**src/rtl/accel_ctl_pkg.sv**
```systemverilog
package accel_ctl_pkg;

    // Register offsets (byte addresses) decoded by software
    localparam logic [7:0] OFS_CTRL   = 8'h00;
    localparam logic [7:0] OFS_GIE    = 8'h04;
    localparam logic [7:0] OFS_IEN    = 8'h08;
    localparam logic [7:0] OFS_IST    = 8'h0C;
    localparam logic [7:0] OFS_FB_SRC = 8'h10;
    localparam logic [7:0] OFS_FB_DST = 8'h18;
    localparam logic [7:0] OFS_FMT    = 8'h20;
    localparam logic [7:0] OFS_MODE   = 8'h28;

    // Control word bit positions
    localparam int BIT_START = 0;
    localparam int BIT_DONE  = 1;
    localparam int BIT_IDLE  = 2;
    localparam int BIT_RDY   = 3;
    localparam int BIT_AUTO  = 7;

    localparam logic [1:0] RESP_OKAY = 2'b00;

    typedef struct packed {
        logic        bvalid;
        logic        rvalid;
        logic [31:0] rdata;
    } bus_state_t;

endpackage

```
**src/rtl/accel_ctl_bus_port.sv**
```systemverilog
module accel_ctl_bus_port
    import accel_ctl_pkg::*;
#(
    parameter int ADDR_W = 6
) (
    input  logic              clk,
    input  logic              rst_n,
    input  logic [ADDR_W-1:0] awaddr,
    input  logic              awvalid,
    output logic              awready,
    input  logic [31:0]       wdata,
    input  logic [3:0]        wstrb,
    input  logic              wvalid,
    output logic              wready,
    output logic              bvalid,
    input  logic              bready,
    input  logic [ADDR_W-1:0] araddr,
    input  logic              arvalid,
    output logic              arready,
    output logic [31:0]       rdata,
    output logic              rvalid,
    input  logic              rready,
    output logic              wr_en,
    output logic [ADDR_W-1:0] wr_addr,
    output logic [31:0]       wr_data,
    output logic [3:0]        wr_strb,
    output logic              rd_en,
    output logic [ADDR_W-1:0] rd_addr,
    input  logic [31:0]       rd_data
);

    bus_state_t st_d, st_q;
    logic       aw_take, ar_take;

    always_comb begin
        aw_take = awvalid && wvalid && !st_q.bvalid;
        ar_take = arvalid && !st_q.rvalid;
        st_d    = st_q;
        if (st_q.bvalid && bready) st_d.bvalid = 1'b0;
        if (aw_take)               st_d.bvalid = 1'b1;
        if (st_q.rvalid && rready) st_d.rvalid = 1'b0;
        if (ar_take) begin
            st_d.rvalid = 1'b1;
            st_d.rdata  = rd_data;
        end
    end

    always_ff @(posedge clk) begin
        if (!rst_n) st_q <= '0;
        else        st_q <= st_d;
    end

    assign awready = aw_take;
    assign wready  = aw_take;
    assign arready = !st_q.rvalid;
    assign bvalid  = st_q.bvalid;
    assign rvalid  = st_q.rvalid;
    assign rdata   = st_q.rdata;
    assign wr_en   = aw_take;
    assign wr_addr = awaddr;
    assign wr_data = wdata;
    assign wr_strb = wstrb;
    assign rd_en   = ar_take;
    assign rd_addr = araddr;

endmodule

```
**src/rtl/accel_ctl_regs.sv**
```systemverilog
module accel_ctl_regs
    import accel_ctl_pkg::*;
#(
    parameter int ADDR_W = 6,
    parameter int FB_W   = 32,
    parameter int CFG_W  = 8
) (
    input  logic              clk,
    input  logic              rst_n,
    input  logic              wr_en,
    input  logic [ADDR_W-1:0] wr_addr,
    input  logic [31:0]       wr_data,
    input  logic [3:0]        wr_strb,
    input  logic              rd_en,
    input  logic [ADDR_W-1:0] rd_addr,
    output logic [31:0]       rd_data,
    output logic              k_start,
    input  logic              k_done,
    input  logic              k_idle,
    input  logic              k_ready,
    output logic [FB_W-1:0]   fb_src_addr,
    output logic [FB_W-1:0]   fb_dst_addr,
    output logic [CFG_W-1:0]  pix_format,
    output logic [CFG_W-1:0]  mode_sel,
    output logic              irq,
    output logic              auto_on
);

    localparam int NSRC = 2;

    typedef struct packed {
        logic             start;
        logic             done;
        logic             idle;
        logic             rdy;
        logic             auto_rs;
        logic             gie;
        logic [NSRC-1:0]  ien;
        logic [NSRC-1:0]  ist;
        logic [FB_W-1:0]  fb_src;
        logic [FB_W-1:0]  fb_dst;
        logic [CFG_W-1:0] fmt;
        logic [CFG_W-1:0] mode;
        logic             done_prev;
        logic             rdy_prev;
    } reg_state_t;

    reg_state_t r_d, r_q;
    logic [NSRC-1:0] rise;

    function automatic logic hit(input logic [ADDR_W-1:0] a, input logic [7:0] ofs);
        return (a >> 2) == (ADDR_W'(ofs) >> 2);
    endfunction

    function automatic logic [31:0] merge(input logic [31:0] old,
                                          input logic [31:0] nw,
                                          input logic [3:0]  be);
        logic [31:0] res;
        res = old;
        for (int b = 0; b < 4; b++)
            if (be[b]) res[8*b +: 8] = nw[8*b +: 8];
        return res;
    endfunction

    always_comb begin
        r_d         = r_q;
        rise        = {k_ready && !r_q.rdy_prev, k_done && !r_q.done_prev};
        r_d.done_prev = k_done;
        r_d.rdy_prev  = k_ready;
        r_d.idle    = k_idle;
        r_d.rdy     = k_ready;

        // kernel acknowledge: keep start only in auto-restart mode
        if (r_q.start && k_ready) r_d.start = r_q.auto_rs;

        if (rd_en && hit(rd_addr, OFS_CTRL)) r_d.done = 1'b0;

        if (wr_en) begin
            if (hit(wr_addr, OFS_CTRL) && wr_strb[0]) begin
                r_d.auto_rs = wr_data[BIT_AUTO];
                if (wr_data[BIT_START]) r_d.start = 1'b1;
            end
            if (hit(wr_addr, OFS_GIE) && wr_strb[0]) r_d.gie = wr_data[0];
            if (hit(wr_addr, OFS_IEN) && wr_strb[0]) r_d.ien = wr_data[NSRC-1:0];
            if (hit(wr_addr, OFS_IST) && wr_strb[0]) r_d.ist = r_q.ist ^ wr_data[NSRC-1:0];
            if (hit(wr_addr, OFS_FB_SRC))
                r_d.fb_src = FB_W'(merge(32'(r_q.fb_src), wr_data, wr_strb));
            if (hit(wr_addr, OFS_FB_DST))
                r_d.fb_dst = FB_W'(merge(32'(r_q.fb_dst), wr_data, wr_strb));
            if (hit(wr_addr, OFS_FMT) && wr_strb[0]) r_d.fmt = wr_data[CFG_W-1:0];
            if (hit(wr_addr, OFS_MODE) && wr_strb[0]) r_d.mode = wr_data[CFG_W-1:0];
        end

        // kernel events take priority over clear-on-read and toggles
        if (rise[0]) r_d.done = 1'b1;
        for (int s = 0; s < NSRC; s++)
            if (rise[s]) r_d.ist[s] = 1'b1;
    end

    always_ff @(posedge clk) begin
        if (!rst_n) begin
            r_q      <= '0;
            r_q.idle <= 1'b1;
        end else begin
            r_q <= r_d;
        end
    end

    always_comb begin
        rd_data = '0;
        if (hit(rd_addr, OFS_CTRL)) begin
            rd_data[BIT_START] = r_q.start;
            rd_data[BIT_DONE]  = r_q.done;
            rd_data[BIT_IDLE]  = r_q.idle;
            rd_data[BIT_RDY]   = r_q.rdy;
            rd_data[BIT_AUTO]  = r_q.auto_rs;
        end
        if (hit(rd_addr, OFS_GIE))    rd_data[0] = r_q.gie;
        if (hit(rd_addr, OFS_IEN))    rd_data[NSRC-1:0] = r_q.ien;
        if (hit(rd_addr, OFS_IST))    rd_data[NSRC-1:0] = r_q.ist;
        if (hit(rd_addr, OFS_FB_SRC)) rd_data = 32'(r_q.fb_src);
        if (hit(rd_addr, OFS_FB_DST)) rd_data = 32'(r_q.fb_dst);
        if (hit(rd_addr, OFS_FMT))    rd_data[CFG_W-1:0] = r_q.fmt;
        if (hit(rd_addr, OFS_MODE))   rd_data[CFG_W-1:0] = r_q.mode;
    end

    assign k_start     = r_q.start;
    assign fb_src_addr = r_q.fb_src;
    assign fb_dst_addr = r_q.fb_dst;
    assign pix_format  = r_q.fmt;
    assign mode_sel    = r_q.mode;
    assign irq         = r_q.gie && |(r_q.ist & r_q.ien);
    assign auto_on     = r_q.auto_rs;

endmodule

```
**src/rtl/accel_ctl_slave.sv**
```systemverilog
module accel_ctl_slave
    import accel_ctl_pkg::*;
#(
    parameter int ADDR_W = 6,
    parameter int FB_W   = 32,
    parameter int CFG_W  = 8
) (
    input  logic              clk,
    input  logic              rst_n,
    input  logic [ADDR_W-1:0] s_awaddr,
    input  logic              s_awvalid,
    output logic              s_awready,
    input  logic [31:0]       s_wdata,
    input  logic [3:0]        s_wstrb,
    input  logic              s_wvalid,
    output logic              s_wready,
    output logic [1:0]        s_bresp,
    output logic              s_bvalid,
    input  logic              s_bready,
    input  logic [ADDR_W-1:0] s_araddr,
    input  logic              s_arvalid,
    output logic              s_arready,
    output logic [31:0]       s_rdata,
    output logic [1:0]        s_rresp,
    output logic              s_rvalid,
    input  logic              s_rready,
    output logic              k_start,
    input  logic              k_done,
    input  logic              k_idle,
    input  logic              k_ready,
    output logic [FB_W-1:0]   fb_src_addr,
    output logic [FB_W-1:0]   fb_dst_addr,
    output logic [CFG_W-1:0]  pix_format,
    output logic [CFG_W-1:0]  mode_sel,
    output logic              irq
);

    logic              wr_en, rd_en, auto_on;
    logic [ADDR_W-1:0] wr_addr, rd_addr;
    logic [31:0]       wr_data, rd_data;
    logic [3:0]        wr_strb;

    accel_ctl_bus_port #(.ADDR_W(ADDR_W)) u_port (
        .clk     (clk),
        .rst_n   (rst_n),
        .awaddr  (s_awaddr),
        .awvalid (s_awvalid),
        .awready (s_awready),
        .wdata   (s_wdata),
        .wstrb   (s_wstrb),
        .wvalid  (s_wvalid),
        .wready  (s_wready),
        .bvalid  (s_bvalid),
        .bready  (s_bready),
        .araddr  (s_araddr),
        .arvalid (s_arvalid),
        .arready (s_arready),
        .rdata   (s_rdata),
        .rvalid  (s_rvalid),
        .rready  (s_rready),
        .wr_en   (wr_en),
        .wr_addr (wr_addr),
        .wr_data (wr_data),
        .wr_strb (wr_strb),
        .rd_en   (rd_en),
        .rd_addr (rd_addr),
        .rd_data (rd_data)
    );

    accel_ctl_regs #(.ADDR_W(ADDR_W), .FB_W(FB_W), .CFG_W(CFG_W)) u_regs (
        .clk         (clk),
        .rst_n       (rst_n),
        .wr_en       (wr_en),
        .wr_addr     (wr_addr),
        .wr_data     (wr_data),
        .wr_strb     (wr_strb),
        .rd_en       (rd_en),
        .rd_addr     (rd_addr),
        .rd_data     (rd_data),
        .k_start     (k_start),
        .k_done      (k_done),
        .k_idle      (k_idle),
        .k_ready     (k_ready),
        .fb_src_addr (fb_src_addr),
        .fb_dst_addr (fb_dst_addr),
        .pix_format  (pix_format),
        .mode_sel    (mode_sel),
        .irq         (irq),
        .auto_on     (auto_on)
    );

    assign s_bresp = RESP_OKAY;
    assign s_rresp = RESP_OKAY;

endmodule

```
**config.mk**
```make
export PLATFORM = sky130hd
export DESIGN_NAME = accel_ctl_slave
export DESIGN_NICKNAME = d
export VERILOG_FILES = /design/src/rtl/accel_ctl_pkg.sv /design/src/rtl/accel_ctl_bus_port.sv /design/src/rtl/accel_ctl_regs.sv /design/src/rtl/accel_ctl_slave.sv
export SDC_FILE = /design/constraint.sdc
export NUM_CORES = 1
export LEC_CHECK = 0
export CAP_MARGIN = 20
export CORE_MARGIN = 3
export CORE_UTILIZATION = 55
export DETAILED_ROUTE_END_ITERATION = 8
export DONT_BUFFER_PORTS = 1
export PLACE_DENSITY = 0.73
export SKIP_LAST_GASP = 1
export SYNTH_ARGS = -nofsm -noshare
export SYNTH_HDL_FRONTEND = slang
export SYNTH_SLANG_ARGS = --single-unit
```
**constraint.sdc**
```tcl
create_clock -name clk -period 2.07 [get_ports clk]
set_clock_uncertainty 0.05 [all_clocks]
set_input_delay 0.621 -clock clk [delete_from_list [all_inputs] [get_ports clk]]
set_output_delay 0.621 -clock clk [all_outputs]
set_load 0.02 [all_outputs]
```
==> results of run 1 <==
[what timing repair did]
action / 4_1_cts / 5_1_grt
gates cloned: 0 / 0
setup buffers: 1 / 0
resized for setup: 3 / 1
endpoints found under the setup margin: 3 / 2
[cell usage in the layout (no fill, tap or decap), types with 7 or more instances in the layout]
cell type / n
nand3_1: 17
buf_4: 11
and3_1: 7
nand2_1: 31
clkbuf_16: 16
nor2b_1: 57
nor3b_1: 24
mux2i_1: 72
a21oi_1: 7
nor2_1: 32
a221oi_1: 27
dfxtp_1: 124
o21ai_0: 28
[critical path, stage by stage (launching register included)]
cell     delay (ns)
dfxtp_2        0.36
and3b_4        0.32
buf_6          0.15
[synthesized netlist by cell type, drive strengths merged (2+ instances only)]
master	instances	area share
dfxtp	125	0.42
buf	107	0.14
mux2i	72	0.12
nor2b	59	0.062
nor2	32	0.020
nand2	31	0.020
o21ai	28	0.024
a221oi	27	0.040
nor3b	26	0.034
clkbuf	21	0.013
nand3	17	0.014
a21oi	7	0.0059
and3	7	0.0074
nand2b	7	0.0086
nand4	5	0.0074
a21boi	3	0.0038
a222oi	3	0.0050
a22o	3	0.0044
and4bb	3	0.0063
nor3	3	0.0044
o2bb2ai	3	0.0044
a31o	2	0.0029
and2	2	0.0021
inv	2	0.0013
mux2	2	0.0038
nand3b	2	0.0025
o211ai	2	0.0025
xor2	2	0.0029
[metal layers]
layer / vias up / track usage / wire length [um] / share of wire
li1: 1885 / - / - / -
met1: 1924 / 0.264 / 5370 / 0.39
met2: 175 / 0.365 / 6550 / 0.48
met3: 25 / 0.100 / 1470 / 0.11
met4: 0 / 0.109 / 288 / 0.021
met5: - / 0 / 0 / 0
[logic make-up (layout without fill, tap and decap cells)]
logic type,Yosys count,in the layout,share of synthesized area
flip-flops,125,125,0.420
AO/OA/AOI/OAI,86,86,0.104
multiplexers,74,74,0.125
AND/OR/NAND/NOR,197,197,0.197
buffers and inverters,130,50,0.150
XOR/XNOR,2,2,0.00294
other,1,4,0.000630
[sequential cells by signal (all words and copies together), names as in the netlist, 8 cells and up]
name	flops
u_port.rdata	32
u_regs.fb_dst_addr	32
u_regs.fb_src_addr	32
u_regs.mode_sel	8
u_regs.pix_format	8
u_regs.r_q	9
[cell type report]
cell class | instances | area share
clock buffer | 21 | 0.0777
sequential | 125 | 0.415
clock inverter | 10 | 0.0189
multi-input combinational | 363 | 0.427
tap | 136 | 0.0282
timing repair buffer | 17 | 0.0321
inverter | 2 | 0.00124
[per-stage QoR]
step	hold slack [ns]	setup slack [ns]
floorplan	0.393	0.246
global placement	0.409	0.184
detailed placement	0.414	0.167
CTS	0.119	0.00672
global route	0.155	0.0156
finish	0.166	0.0601
[how the worst max path moves through the flow]
stage                                     from  slack, ns                                  to
global placement                     s_awvalid       0.18                            s_wready
detailed placement                   s_awvalid       0.17  u_regs.fb_src_addr[1]$_SDFFE_PN0P_
floorplan                            s_awvalid       0.25                            s_wready
finish              u_port.bvalid$_SDFFE_PN0P_       0.06                            s_wready
CTS                 u_port.bvalid$_SDFFE_PN0P_      0.007                            s_wready
global route        u_port.bvalid$_SDFFE_PN0P_       0.02                            s_wready
[power by group through the flow]
stage | logic [mW] | registers [mW] | clock network (mW)
2_1_floorplan | 0.275 | 2.61 | 0
4_1_cts | 0.273 | 2.58 | 2.94
3_3_place_gp | 0.257 | 2.63 | 0
3_5_place_dp | 0.269 | 2.63 | 0
6_report | 0.273 | 2.58 | 2.88
5_1_grt | 0.304 | 2.59 | 3.07
==> flow_metrics.env, run 1 <==
export IMPL_status="completed"
export IMPL_final_nets=584
export IMPL_syn_area_mm2=0.00595
export IMPL_die_y_um=110
export IMPL_synth_flop_cell="dfxtp_1"
export IMPL_layout_drive_gt1_share=0.123
export IMPL_viasPerCell=5.95
export IMPL_cts_htree_levels=4
export IMPL_r2r_start="u_port.bvalid$_SDFFE_PN0P_"
export IMPL_clock_path_buffers=2
export IMPL_p_leak_nw=2.09
export IMPL_whs_path_depth=1
export IMPL_dieArea_mm2=0.0121
export IMPL_synth_cell_type_count=48
export IMPL_finalCritPeriodShare=0.971
export IMPL_ant_nets=0
export IMPL_post_route_min_period_ns=2.01
export IMPL_dp_cells=642
export IMPL_cp_data_arrival_time_ns=1.34
export IMPL_stdcell_count=674
export IMPL_path_class="register to output pin"
export IMPL_gr_usage_all_layers=0.229
export IMPL_power_switching_mw=1.31
export IMPL_cts_made_buffers=17
export IMPL_multi_input_area_mm2=0.00258
export IMPL_yosysWarnings=0
export IMPL_core_mm2=0.0104
export IMPL_synth_edf_count=0
export IMPL_rows=37
export IMPL_drc=0
export IMPL_num_vias=4009
export IMPL_whs_endpoint="u_regs.r_q[89]$_SDFF_PN1_"
export IMPL_p_sw_frac=0.228
export IMPL_drtIter0Drc=304
export IMPL_rrSetupSlack_ns=0.32
export IMPL_antenna_found_initial=0
export IMPL_max_cap_violations=0
export IMPL_dp_hpwl_um=9160
export IMPL_tightest_slew_ns=0.665
export IMPL_grt_overflow=0
export IMPL_worst_r2r_path_depth=6
export IMPL_p_total_mw=5.73
export IMPL_n_fill_cell=905
export IMPL_grt_max_degree=135
export IMPL_cts_tree="built"
export IMPL_place_area_mm2=0.00544
export IMPL_wl_per_cell_um=20.3
export IMPL_fin_util=0.580
export IMPL_hold_viol_final=0
export IMPL_powerDensity_mw_per_mm2=948
export IMPL_yosysSeqAreaShare=0.420
export IMPL_start_kind="register"
export IMPL_hold_class="input port to register"
export IMPL_drt_total_wl_um=13700
export IMPL_p_comb_frac=0.048
export IMPL_end_kind="output pin"
export IMPL_min_from="k_idle"
export IMPL_clk_pin_slew_worst_paths_ns=0.06
export IMPL_crit_fanout=3
export IMPL_io_pins=181
export IMPL_die_w_um=110
export IMPL_p_seq_frac=0.450
export IMPL_rsz0062_at_grt="no"
export IMPL_cts_hold_buffers_added=0
export IMPL_diodes=0
export IMPL_seqCellArea_mm2=0.00250
export IMPL_power_frac_clock=0.502
export IMPL_slew_violations=0
export IMPL_r2r_end="u_regs.fb_dst_addr[4]$_SDFFE_PN0P_"
export IMPL_start_util=0.572
export IMPL_fin_area_mm2=0.00604
export IMPL_crit_required_ns=1.40
export IMPL_firstDrtPassIters=5
export IMPL_grt_pass1_vias=4092
export IMPL_grt_pass1_wl_um=21300
export IMPL_ys_ff_latch=125
export IMPL_syn_avg_cell_area_um2=9.68
export IMPL_place_congestion=0.758
export IMPL_fmax_ghz=0.498
export IMPL_synthCells=615
export IMPL_p_int_mw=4.42
export IMPL_async_flop_share=0
export IMPL_finalSetupTns_ns=0
export IMPL_clock_root_buffer="clkbuf_8"
export IMPL_area_growth_pct=1.43
export IMPL_relSlewSlack=0.556
export IMPL_clock_sinks=125
export IMPL_vdd_ir_drop_max_mv=0.435
export IMPL_clock_latency_ns=0.51
export IMPL_portBuffers=0
export IMPL_finalSetupViolCount=0
(Power assumes the default switching activity.)
==> run 2: changes to the inputs <==
Settings changed: ABC_AREA from default to 1.
==> flow_metrics.env, run 2 <==
export IMPL_ant_nets=0
export IMPL_drc=0
export IMPL_drtIter0Drc=322
export IMPL_start_kind="register"
export IMPL_synthCells=792
export IMPL_start_util=0.570
export IMPL_crit_required_ns=1.40
export IMPL_post_route_min_period_ns=1.99
export IMPL_p_int_mw=4.57
export IMPL_yosysSeqAreaShare=0.422
export IMPL_synth_fa_ha_area_frac=0
export IMPL_die_y_um=110
export IMPL_yosysTopAreaCell="dfxtp_1"
export IMPL_cts_tree="built"
export IMPL_yosysWarnings=0
export IMPL_synth_edf_count=0
export IMPL_powerDensity_mw_per_mm2=983
export IMPL_hold_class="input port to register"
export IMPL_cts_made_buffers=17
export IMPL_power_frac_clock=0.512
export IMPL_hold_viol_final=0
export IMPL_finalSetupViolCount=0
export IMPL_p_sw_frac=0.225
export IMPL_p_comb_frac=0.049
export IMPL_rsz0062_at_grt="no"
export IMPL_cts_setup_buffers=0
export IMPL_layout_drive_gt1_share=0.108
export IMPL_synth_cell_type_count=30
export IMPL_max_cap_violations=0
export IMPL_ys_ff_latch=125
export IMPL_async_flop_share=0
export IMPL_antenna_found_initial=0
export IMPL_drt_total_wl_um=14800
export IMPL_diodes=0
export IMPL_portBuffers=0
export IMPL_power_switching_mw=1.32
export IMPL_final_nets=767
export IMPL_dieArea_mm2=0.0121
export IMPL_synthMuxAreaShare=0
export IMPL_cts_resized_gates=0
export IMPL_stdcell_count=856
export IMPL_area_growth_pct=0.991
export IMPL_rows=37
export IMPL_clock_latency_ns=0.52
export IMPL_grt_overflow=0
export IMPL_core_mm2=0.0104
export IMPL_synth_most_common_cell="nor2_1"
export IMPL_end_kind="output pin"
export IMPL_finalSetupTns_ns=0
export IMPL_clock_sinks=125
export IMPL_wl_per_cell_um=17.2
export IMPL_die_w_um=110
export IMPL_clock_path_buffers=2
export IMPL_dp_cells=826
export IMPL_dp_hpwl_um=10400
export IMPL_grt_pass1_wl_um=22800
export IMPL_finalCritPeriodShare=0.963
export IMPL_vdd_ir_drop_max_mv=0.680
export IMPL_cts_hold_buffers_added=0
export IMPL_crit_fanout=3
export IMPL_syn_avg_cell_area_um2=7.49
export IMPL_fin_area_mm2=0.00599
export IMPL_synth_flop_cell="dfxtp_1"
export IMPL_grt_pass1_vias=4466
export IMPL_cts_htree_levels=4
export IMPL_p_seq_frac=0.439
export IMPL_synth_area_leaders="dfxtp_1, buf_4, nor2_1"
export IMPL_n_fill_cell=942
export IMPL_status="completed"
export IMPL_p_leak_nw=2.53
export IMPL_syn_area_mm2=0.00593
export IMPL_synth_simple_area_share=0.220
export IMPL_num_vias=4689
export IMPL_slew_violations=0
export IMPL_io_pins=181
export IMPL_mostFrequentLayoutCells="nor2_1, dfxtp_1, o21ai_0, nand2_1, inv_1"
export IMPL_viasPerCell=5.48
export IMPL_path_class="register to output pin"
export IMPL_place_area_mm2=0.00540
export IMPL_cp_data_arrival_time_ns=1.32
export IMPL_gr_usage_all_layers=0.246
export IMPL_synth_top_area_frac=0.422
export IMPL_place_congestion=0.854
export IMPL_synthXorXnorAreaFrac=0
export IMPL_synth_compound_area_share=0.167
export IMPL_clk_pin_slew_worst_paths_ns=0.06
export IMPL_synth_top_family_by_area="simple AND/OR/NAND/NOR gates"
export IMPL_firstDrtPassIters=5
export IMPL_p_total_mw=5.89
export IMPL_clock_root_buffer="clkbuf_8"
export IMPL_fmax_ghz=0.501
export IMPL_synth_top_cells_by_count="nor2_1, dfxtp_1, o21ai_0"
export IMPL_grt_max_degree=115
export IMPL_layout_cells_most_common="nor2_1"
==> run 2: power by group through the flow <==
stage	sequential (mW)	clock, mW	combinational, mW
finish	2.58	3.02	0.290
global route	2.59	3.17	0.331
CTS	2.58	3.04	0.292
detailed placement	2.64	0	0.290
global placement	2.63	0	0.280
floorplan	2.60	0	0.288
==> run 2: logic make-up (layout without fill, tap and decap cells) <==
logic type	after synthesis	count (layout)
compound gates	178	178
buf+inv	201	126
flops	125	125
other cells	1	4
simple gates	287	287
==> run 2: critical path, cell delays in order (launching register included) <==
cell and delay [ns]:
dfxtp_1 0.41, nor2_4 0.19, buf_4 0.20
==> run 2: final cells by class <==
class	instances	area, um2	area share
Timing Repair Buffer	8	72.6	0.0121
Sequential cell	125	2500	0.418
Clock inverter	8	140	0.0234
Clock buffer	22	453	0.0756
Inverter	88	342	0.0570
Tap cell	136	170	0.0284
Multi-Input combinational cell	469	2310	0.386
==> run 2: worst paths after layout <==
path	start	end	slack [ns]	cells past startpoint
setup / recovery	u_port.bvalid$_SDFFE_PN0P_	s_awready	0.08	2
hold / removal	k_done	u_regs.r_q[1]$_SDFF_PN0_	0.15	2
setup reg to reg	u_port.bvalid$_SDFFE_PN0P_	u_regs.fb_src_addr[18]$_SDFFE_PN0P_	0.45	7
hold reg to reg	u_regs.auto_on$_SDFFE_PN0P_	u_regs.auto_on$_SDFFE_PN0P_	0.43	1
==> run 2: stage by stage <==
stage                     worst slack [ns]  hold WS, ns   util
after floorplan                      0.313        0.389      -
after global placement               0.246        0.396  0.518
after CTS                           0.0268        0.131  0.575
after detailed placement             0.202        0.413  0.518
after global routing                0.0157        0.131  0.575
final                               0.0759        0.145  0.575
==> run 2: metal layers <==
layer  wire [um]  track usage  share of wire  vias up
met1        5910        0.292           0.40     2169
met5           0            0              0        -
met3        1470       0.0986           0.10       21
li1            -            -              -     2302
met4         180       0.0784          0.012        0
met2        7200        0.406           0.49      197
==> run 3: changes to the inputs <==
Clock period 2.07 ns to 2.1 ns, I/O delays scaled along.
==> flow_metrics.env, run 3 (synthesis results as in run 2) <==
export IMPL_mostFrequentLayoutCells="nor2_1, dfxtp_1, o21ai_0, nand2_1, inv_1"
export IMPL_place_congestion=0.853
export IMPL_grt_overflow=0
export IMPL_path_delay_family="compound AO/OA/AOI/OAI gates"
export IMPL_worstPathCellList="nand2_1 -> a21oi_1"
export IMPL_cts_htree_levels=4
export IMPL_cp_data_arrival_time_ns=1.33
export IMPL_cts_made_buffers=17
export IMPL_crit_end="irq"
export IMPL_portBuffers=0
export IMPL_crit_buf_inv=0
export IMPL_post_route_min_period_ns=2.01
export IMPL_antenna_found_initial=0
export IMPL_grt_util_met1=0.283
export IMPL_grt_pass1_vias=4392
export IMPL_crit_fanout=3
export IMPL_dp_hpwl_um=10500
export IMPL_clock_sinks=125
export IMPL_finalSetupTns_ns=0
export IMPL_drc=0
export IMPL_r2r_start="u_port.bvalid$_SDFFE_PN0P_"
export IMPL_diodes=0
export IMPL_use_met2=0.406
export IMPL_hold_class="input port to register"
export IMPL_end_kind="output pin"
export IMPL_crit_slowest_cell="a21oi_1"
export IMPL_p_leak_nw=2.55
export IMPL_rows=37
export IMPL_vdd_ir_drop_max_mv=0.551
export IMPL_drtIter0Drc=386
export IMPL_drt_total_wl_um=14600
export IMPL_status="completed"
export IMPL_start_util=0.570
export IMPL_io_pins=181
export IMPL_rrSetupSlack_ns=0.48
export IMPL_cp_startpoint="u_regs.r_q[85]$_SDFFE_PN0P_"
export IMPL_clock_latency_ns=0.50
export IMPL_fmax_ghz=0.499
export IMPL_firstDrtPassIters=5
export IMPL_rsz0062_at_grt="no"
export IMPL_grt_max_degree=115
export IMPL_r2r_end="u_regs.fb_src_addr[22]$_SDFFE_PN0P_"
export IMPL_cts_setup_buffers=0
export IMPL_die_w_um=110
export IMPL_num_vias=4702
export IMPL_slew_violations=0
export IMPL_ant_nets=0
export IMPL_powerDensity_mw_per_mm2=980
export IMPL_p_total_mw=5.89
export IMPL_max_cap_violations=0
export IMPL_worst_r2r_path_depth=7
export IMPL_die_y_um=110
export IMPL_finalSetupViolCount=0
export IMPL_start_kind="register"
export IMPL_final_nets=768
export IMPL_busiest_layer="met2"
export IMPL_area_growth_pct=1.37
export IMPL_critical_path_max_stage_delay_ns=0.39
export IMPL_core_mm2=0.0104
export IMPL_dieArea_mm2=0.0121
export IMPL_path_depth=2
export IMPL_layout_cells_most_common="nor2_1"
export IMPL_cts_resized_gates=0
export IMPL_clk_pin_slew_worst_paths_ns=0.06
export IMPL_path_class="register to output pin"
export IMPL_crit_required_ns=1.42
export IMPL_clock_root_buffer="clkbuf_8"
export IMPL_grt_pass1_wl_um=22400
export IMPL_gr_usage_all_layers=0.240
export IMPL_gr_usage_met3=0.0934
export IMPL_cts_tree="built"
export IMPL_clock_path_buffers=2
export IMPL_cts_hold_buffers_added=0
export IMPL_wl_per_cell_um=17.0
export IMPL_hold_viol_final=0
export IMPL_viasPerCell=5.48
export IMPL_finalCritPeriodShare=0.955
export IMPL_layout_drive_gt1_share=0.109
## run 3: changes by cell type in the layout (fill, tap and decap cells not counted), sizes merged
cell	before	now
clkbuf	22	25
buf	8	9
clkinv	7	5
## run 3: through the flow
| step | setup slack (ns) | cell area (um2) | cells | utilization | hold slack [ns] |
|---|---|---|---|---|---|
| after floorplan | 0.325 | 5940 | 795 | - | 0.389 |
| after global placement | 0.248 | 5390 | 827 | 0.517 | 0.396 |
| after detailed placement | 0.225 | 5390 | 827 | 0.517 | 0.409 |
| after CTS | 0.0736 | 6010 | 858 | 0.577 | 0.153 |
| after global routing | 0.00288 | 6010 | 858 | 0.577 | 0.145 |
| final | 0.0943 | 6010 | 858 | 0.577 | 0.176 |
## run 3: worst min-delay path by stage
stage | start | end | slack (ns) | cells past startpoint
3_5_place_dp | u_regs.auto_on$_SDFFE_PN0P_ | u_regs.auto_on$_SDFFE_PN0P_ | 0.41 | 1
3_3_place_gp | u_regs.auto_on$_SDFFE_PN0P_ | u_regs.auto_on$_SDFFE_PN0P_ | 0.40 | 1
4_1_cts | k_ready | u_regs.r_q[88]$_SDFF_PN0_ | 0.15 | 2
6_report | k_ready | u_regs.r_q[88]$_SDFF_PN0_ | 0.18 | 2
5_1_grt | k_ready | u_regs.r_q[88]$_SDFF_PN0_ | 0.15 | 2
2_1_floorplan | u_regs.fb_dst_addr[15]$_SDFFE_PN0P_ | u_regs.fb_dst_addr[15]$_SDFFE_PN0P_ | 0.39 | 2
## run 3: power breakdown
group          internal (mW)  leakage, nW  total [mW]  switching (mW)
Sequential              2.44         1.01        2.55           0.112
Combinational         0.0968         1.22       0.283           0.187
Clock                   2.08        0.308        3.06           0.983
## run 3: cell type report
| type | instances | area (um2) |
|---|---|---|
| multi-input cells | 469 | 2310 |
| clock buffers | 25 | 494 |
| flip-flops and latches | 125 | 2500 |
| clock inverters | 6 | 130 |
| fillers | 997 | 4400 |
| well taps | 136 | 170 |
| inverters | 88 | 342 |
| repair buffers | 9 | 67.6 |
## run 3: routing by layer
layer  share of wire  vias to the layer above
met4          0.0063                        0
met2            0.50                      225
met5               0                        -
met1            0.39                     2174
met3            0.10                        8
li1                -                     2295
